File: src/rtl/cfx_pkg.sv
package cfx_pkg;

  localparam int unsigned HALF_W  = 64;
  localparam int unsigned NIB_CNT = HALF_W / 4;
  localparam int unsigned EXP_W   = NIB_CNT * 6;
  localparam int unsigned BLK_W   = 2 * HALF_W;

  typedef logic [HALF_W-1:0] half_t;
  typedef logic [EXP_W-1:0]  subkey_t;
  typedef logic [BLK_W-1:0]  block_t;

  typedef enum logic [1:0] {
    ST_IDLE = 2'd0,
    ST_RUN  = 2'd1,
    ST_FIN  = 2'd2
  } seq_state_t;

  // 6-in, 4-out substitution, computed instead of tabulated
  function automatic logic [3:0] f_sub(input logic [5:0] v);
    logic [5:0] t;
    t = v * 6'd7 + 6'd3;
    return t[3:0] ^ {v[5:4], v[1:0]};
  endfunction

endpackage

File: src/rtl/cfx_round.sv
module cfx_round
  import cfx_pkg::*;
(
  input  half_t   l_in,
  input  half_t   r_in,
  input  subkey_t subkey,
  output half_t   l_out,
  output half_t   r_out
);

  subkey_t wide;
  subkey_t mixed;
  half_t   subst;
  half_t   perm;

  // widening: each nibble gains copies of its edge bits
  for (genvar g = 0; g < NIB_CNT; g++) begin : g_exp
    assign wide[6*g+5]       = r_in[4*g+3];
    assign wide[6*g+4:6*g+1] = r_in[4*g+3:4*g];
    assign wide[6*g]         = r_in[4*g];
  end

  assign mixed = wide ^ subkey;

  for (genvar g = 0; g < NIB_CNT; g++) begin : g_sub
    assign subst[4*g+3:4*g] = f_sub(mixed[6*g+5:6*g]);
  end

  for (genvar i = 0; i < HALF_W; i++) begin : g_perm
    assign perm[i] = subst[(13*i+7) % HALF_W];
  end

  assign l_out = r_in;
  assign r_out = l_in ^ perm;

endmodule

File: src/rtl/cfx_keysched.sv
module cfx_keysched
  import cfx_pkg::*;
#(
  parameter int unsigned ROT = 11
) (
  input  logic    clk,
  input  logic    rst_i,
  input  logic    load,
  input  logic    step,
  input  block_t  key_in,
  output subkey_t subkey
);

  block_t kreg_q;
  block_t kreg_d;
  block_t rotated;

  assign rotated = {kreg_q[BLK_W-1-ROT:0], kreg_q[BLK_W-1:BLK_W-ROT]};

  always_comb begin
    kreg_d = kreg_q;
    if (load)      kreg_d = key_in;
    else if (step) kreg_d = rotated;
  end

  always_ff @(posedge clk or posedge rst_i) begin
    if (rst_i) kreg_q <= '0;
    else       kreg_q <= kreg_d;
  end

  assign subkey = kreg_q[BLK_W-1:BLK_W-EXP_W];

endmodule

File: src/rtl/cfx_ctrl.sv
module cfx_ctrl
  import cfx_pkg::*;
#(
  parameter int unsigned NR = 4
) (
  input  logic clk,
  input  logic rst_i,
  input  logic start,
  output logic ld_in,
  output logic sel_fb,
  output logic ld_out,
  output logic ld_ct,
  output logic busy
);

  localparam int unsigned CW = (NR > 1) ? $clog2(NR) : 1;
  localparam logic [CW-1:0] LAST = CW'(NR - 1);

  seq_state_t st_q, st_d;
  logic [CW-1:0] cnt_q, cnt_d;

  always_comb begin
    st_d   = st_q;
    cnt_d  = cnt_q;
    ld_in  = 1'b0;
    ld_out = 1'b0;
    ld_ct  = 1'b0;
    sel_fb = (cnt_q != '0);
    unique case (st_q)
      ST_IDLE: begin
        if (start) begin
          ld_in = 1'b1;
          cnt_d = '0;
          st_d  = ST_RUN;
        end
      end
      ST_RUN: begin
        ld_out = 1'b1;
        if (cnt_q == LAST) st_d = ST_FIN;
        else               cnt_d = cnt_q + 1'b1;
      end
      ST_FIN: begin
        ld_ct = 1'b1;
        st_d  = ST_IDLE;
      end
      default: st_d = ST_IDLE;
    endcase
  end

  always_ff @(posedge clk or posedge rst_i) begin
    if (rst_i) begin
      st_q  <= ST_IDLE;
      cnt_q <= '0;
    end else begin
      st_q  <= st_d;
      cnt_q <= cnt_d;
    end
  end

  assign busy = (st_q != ST_IDLE);

endmodule

File: src/rtl/cfx_engine.sv
module cfx_engine
  import cfx_pkg::*;
#(
  parameter int unsigned NR  = 4,
  parameter int unsigned ROT = 11
) (
  input  logic         clk,
  input  logic         rst_n,
  input  logic         start,
  input  logic [127:0] plaintext,
  input  logic [127:0] key,
  output logic         busy,
  output logic         done,
  output logic [127:0] ciphertext
);

  // reset: asserted at once, released after two clocks
  logic [1:0] rs_q;
  logic       rst_i;

  always_ff @(posedge clk or negedge rst_n) begin
    if (!rst_n) rs_q <= 2'b00;
    else        rs_q <= {rs_q[0], 1'b1};
  end
  assign rst_i = ~rs_q[1];

  logic ld_in, sel_fb, ld_out, ld_ct;

  cfx_ctrl #(.NR(NR)) u_ctrl (
    .clk(clk), .rst_i(rst_i), .start(start),
    .ld_in(ld_in), .sel_fb(sel_fb), .ld_out(ld_out),
    .ld_ct(ld_ct), .busy(busy)
  );

  subkey_t sk;

  cfx_keysched #(.ROT(ROT)) u_ks (
    .clk(clk), .rst_i(rst_i), .load(ld_in), .step(ld_out),
    .key_in(key), .subkey(sk)
  );

  half_t in_l_q, in_r_q, in_l_d, in_r_d;
  half_t ov_l_q, ov_r_q, ov_l_d, ov_r_d;
  half_t cur_l, cur_r, nx_l, nx_r;
  block_t ct_q, ct_d;
  logic   done_q;

  // input register; entry swap is pure wiring
  always_comb begin
    in_l_d = in_l_q;
    in_r_d = in_r_q;
    if (ld_in) begin
      in_l_d = plaintext[HALF_W-1:0];
      in_r_d = plaintext[BLK_W-1:HALF_W];
    end
  end

  assign cur_l = sel_fb ? ov_l_q : in_l_q;
  assign cur_r = sel_fb ? ov_r_q : in_r_q;

  cfx_round u_rnd (
    .l_in(cur_l), .r_in(cur_r), .subkey(sk),
    .l_out(nx_l), .r_out(nx_r)
  );

  always_comb begin
    ov_l_d = ov_l_q;
    ov_r_d = ov_r_q;
    if (ld_out) begin
      ov_l_d = nx_l;
      ov_r_d = nx_r;
    end
  end

  // exit swap undoes the entry swap
  always_comb begin
    ct_d = ct_q;
    if (ld_ct) ct_d = {ov_r_q, ov_l_q};
  end

  always_ff @(posedge clk or posedge rst_i) begin
    if (rst_i) begin
      in_l_q <= '0;
      in_r_q <= '0;
      ov_l_q <= '0;
      ov_r_q <= '0;
      ct_q   <= '0;
      done_q <= 1'b0;
    end else begin
      in_l_q <= in_l_d;
      in_r_q <= in_r_d;
      ov_l_q <= ov_l_d;
      ov_r_q <= ov_r_d;
      ct_q   <= ct_d;
      done_q <= ld_ct;
    end
  end

  assign ciphertext = ct_q;
  assign done       = done_q;

endmodule

File: config.mk
export PLATFORM = sky130hd
export DESIGN_NAME = cfx_engine
export DESIGN_NICKNAME = d
export VERILOG_FILES = /design/src/rtl/cfx_pkg.sv /design/src/rtl/cfx_round.sv /design/src/rtl/cfx_keysched.sv /design/src/rtl/cfx_ctrl.sv /design/src/rtl/cfx_engine.sv
export SDC_FILE = /design/constraint.sdc
export NUM_CORES = 1
export LEC_CHECK = 0
export ABC_CLOCK_PERIOD_IN_PS = 35600
export BUFFER_PORTS_ARGS = -buffer_cell sky130_fd_sc_hd__buf_2
export CORE_MARGIN = 3
export CORE_UTILIZATION = 44
export CTS_CLUSTER_SIZE = 12
export DETAILED_ROUTE_END_ITERATION = 10
export PLACE_DENSITY = 0.63
export SLEW_MARGIN = 0
export SYNTH_ARGS = -nofsm -noshare
export SYNTH_HDL_FRONTEND = slang
export SYNTH_SLANG_ARGS = --single-unit
File: constraint.sdc
create_clock -name clk -period 35.6 [get_ports clk]
set_clock_uncertainty 0.15 [all_clocks]
set_input_delay 5.34 -clock clk [delete_from_list [all_inputs] [get_ports clk]]
set_output_delay 5.34 -clock clk [all_outputs]
set_load 0.005 [all_outputs]
==> impl_metrics.ini <==
[outcome]
outcome = finished, final reports clean

[timing]
finalCritPeriodShare_pct = 20.5
final_max_slew_viol_count = 0
slew-limit-headroom_pct = 21.4
max_freq_mhz = 137
hold_violations = 0
tns_ns = 0
period_minus_slack_ns = 7.30
worst_pin_slew_ns = 1.18
setup_viol = 0
rsz0062_at_grt = no
whs_ns = 0.199

[placed_design]
port_buffers = 388
dp_hpwl_microns = 50200
gp_congestion = 0.821
dpl_cell_area_sq_um = 27000

[grt]
antenna_found_initial = 6
met3_usage_pct = 4.08
grt_overflow = 0
grtUsageTotal_pct = 24.3
grt_start_max_net_pins = 176
use_met1_pct = 34.2
top_usage_layer = met2
grt_pass1_vias = 18507
grt_pass1_wl_microns = 111000
use_met2_pct = 39.4

[setup_path]
cp-start-kind = primary input
cp_cell_sequence = buf_2 -> inv_1 -> nor2_4 -> buf_12 -> buf_4 -> mux2_2
cp_slowest_stage_delay_ns = 0.92
cpLargestDelayFamily = buffers and inverters
cp-end-kind = register
r2r_start = u_ctrl.cnt_q[0]
crit_fanout = 168
r2r_setup_slack_ns = 30.74
cp_data_arrival_time_ns = 7.63
timing.rr.end = ov_r_q[56]
slowest_stage = buf_4
cp.required_ns = 35.93
r2r_cells = 14
cp_num_buf_inv = 4
path_class = in -> reg

[clock_network]
clk_latency_ns = 0.60
cts-htree-levels = 2
cts.sinks = 519
postCtsSetupBuffers = 0
clockBufferDepth = 3
cts_root_buf = clkbuf_16
cts_resized = 0
cts_tree = done
hold_buffers = 0
cts_buffers = 56
clk_pin_slew_ns = 0.06

[logic_synthesis]
yosys-top-cells-area = dfrtp_1, nand2_1, mux2_2
synth.distinct_cells = 38
synthFlopType = dfrtp_1
async_flop_share_pct = 100
yosys_register_bits = 519
synthesis.nets = 2665
ys_seq_area_share_pct = 53.1
yosysTopAreaCell = dfrtp_1
yosysTopAreaCellShare_pct = 53.1
synth_edf_count = 0
syn_avg_cell_area_sq_um = 10.3
yosysWarnings = 0
netlist_area_sq_um = 24500
synthCells = 2369

[drt]
drt-initial-drc-count = 1521
remaining_drc_errors = 0
ant_nets = 0
drt-total-wl_microns = 71300
wire_per_inst_microns = 20.5
vias = 18116
routed_via_density = 5.20
drt-pass1-iter-count = 5

[power]
power_mw = 3.89
peakVddDrop_uv = 61.6
p_leak_nw = 13.8
power_per_cell_area_nw_per_um2 = 135

[min_path]
hold_class = reg -> reg
min_from = rs_q[0]
min_to = rs_q[1]
hold_depth = 0

[floorplanning]
num_io_pins = 389
initial_core_util_pct = 44.9
die_w_microns = 242
row_count = 85
dieArea_sq_um = 58500
design.core.area_sq_um = 54500
die_y_microns = 242

[layout]
layout.nets = 2991
finish.instance_area_sq_um = 28800
register_area_sq_um = 13000
nFillCells = 5033
final_core_util_pct = 52.8
multi_input_area_sq_um = 10900
area_growth_pct = 17.5
drive_gt1_share_pct = 24.9

[flow_run]
cap_violations = 0
cell usage after synthesis, types with 5 or more instances:
cell type  instances
dfrtp_1          519
nor2_1            17
nor3_1            28
a22oi_1          129
buf_4              5
xor2_1            53
mux2_2           161
inv_1             17
mux2i_4           13
nand2b_1           5
ha_1              37
and3_1            17
o21ai_1            8
a21oi_1           13
mux2i_2           13
xnor2_1          203
mux2i_1           59
clkbuf_1          97
o21ai_0          128
buf_2             25
nand2_1          790
power breakdown:
| group | leakage, nW | switching (mW) | total, mW | internal, mW |
|---|---|---|---|---|
| registers | 6.31 | 0.308 | 1.21 | 0.905 |
| logic | 6.61 | 1.08 | 2.11 | 1.03 |
| clock network | 0.868 | 0.237 | 0.571 | 0.333 |
| total | 13.8 | 1.62 | 3.89 | 2.27 |
placed cells by master, fill, tap and decap left out, types with 4 or more instances in the layout:
master / count
ha_1: 36
dfrtp_1: 518
nor2_1: 15
buf_4: 13
buf_2: 388
nand2_1: 790
nor3_1: 28
clkbuf_1: 23
clkbuf_8: 12
xor2_1: 53
diode_2: 8
xnor2_1: 203
o21ai_0: 128
o21ai_1: 8
mux2i_4: 13
o22ai_1: 4
a21oi_1: 13
mux2_2: 161
clkinv_2: 5
and3_1: 17
clkbuf_16: 57
mux2i_1: 59
inv_1: 16
mux2i_2: 13
a22oi_1: 129
worst max-delay path by stage:
stage	from	endpoint	slack [ns]	cells past startpoint
floorplan	rs_q[1]	ciphertext[0]	19.91	0
global placement	start	in_r_q[12]	27.63	6
detailed placement	start	in_r_q[12]	27.62	6
CTS	start	in_r_q[12]	28.26	6
global route	start	in_r_q[6]	28.15	6
finish	start	in_r_q[12]	28.30	6
cells by family (layout without fill, tap and decap cells):
group                    after synthesis  count (layout)  synth area share (%)
XOR/XNOR                             260             260                  9.48
AO/OA/AOI/OAI                        283             283                  7.15
buffers and inverters                153             522                  2.74
AND/OR/NAND/NOR                      870             870                  13.9
multiplexers                         246             246                  11.7
flip-flops                           519             519                  53.1
other                                  1               9                0.0153
adder cells (fa/ha/maj)               37              37                  1.89
flip-flops by register name, indices dropped and copies added (netlist names):
signal	count
u_ctrl.cnt_q	2
in_l_q	64
ov_r_q	64
done	1
u_ks.kreg_q	128
u_ctrl.st_q	2
in_r_q	64
ciphertext	128
ov_l_q	64
rs_q	2
layout make-up:
class	count	share of cell area, %
inverter	17	0.239
sequential	519	45.2
timing repair buffer	404	7.30
tap	739	3.22
antenna	8	0.0696
clock inverter	9	0.353
multi-input combinational	1697	37.8
clock buffer	92	5.84
routing by layer:
layer | vias to the layer above | wire [microns]
met5 | - | 28
met2 | 470 | 33800
met1 | 9021 | 32000
li1 | 8520 | -
met4 | 4 | 1610
met3 | 101 | 3910
worst reg2reg max path, delay by kind of cell (launching register included):
| family | cells | cell delay [ns] |
|---|---|---|
| multiplexers | 1 | 0.52 |
| buffers and inverters | 4 | 1.68 |
| adder cells (fa/ha/maj) | 2 | 0.74 |
| flip-flops | 1 | 0.38 |
| AO/OA/AOI/OAI | 1 | 0.11 |
| XOR/XNOR | 6 | 1.14 |
through the flow:
step / worst slack, ns / std cells
after floorplan: 19.91 / 2369
after global placement: 27.63 / 3376
after detailed placement: 27.62 / 3376
after CTS: 28.26 / 3477
after global routing: 28.15 / 3480
final: 28.30 / 3485
(Power assumes the default switching activity.)
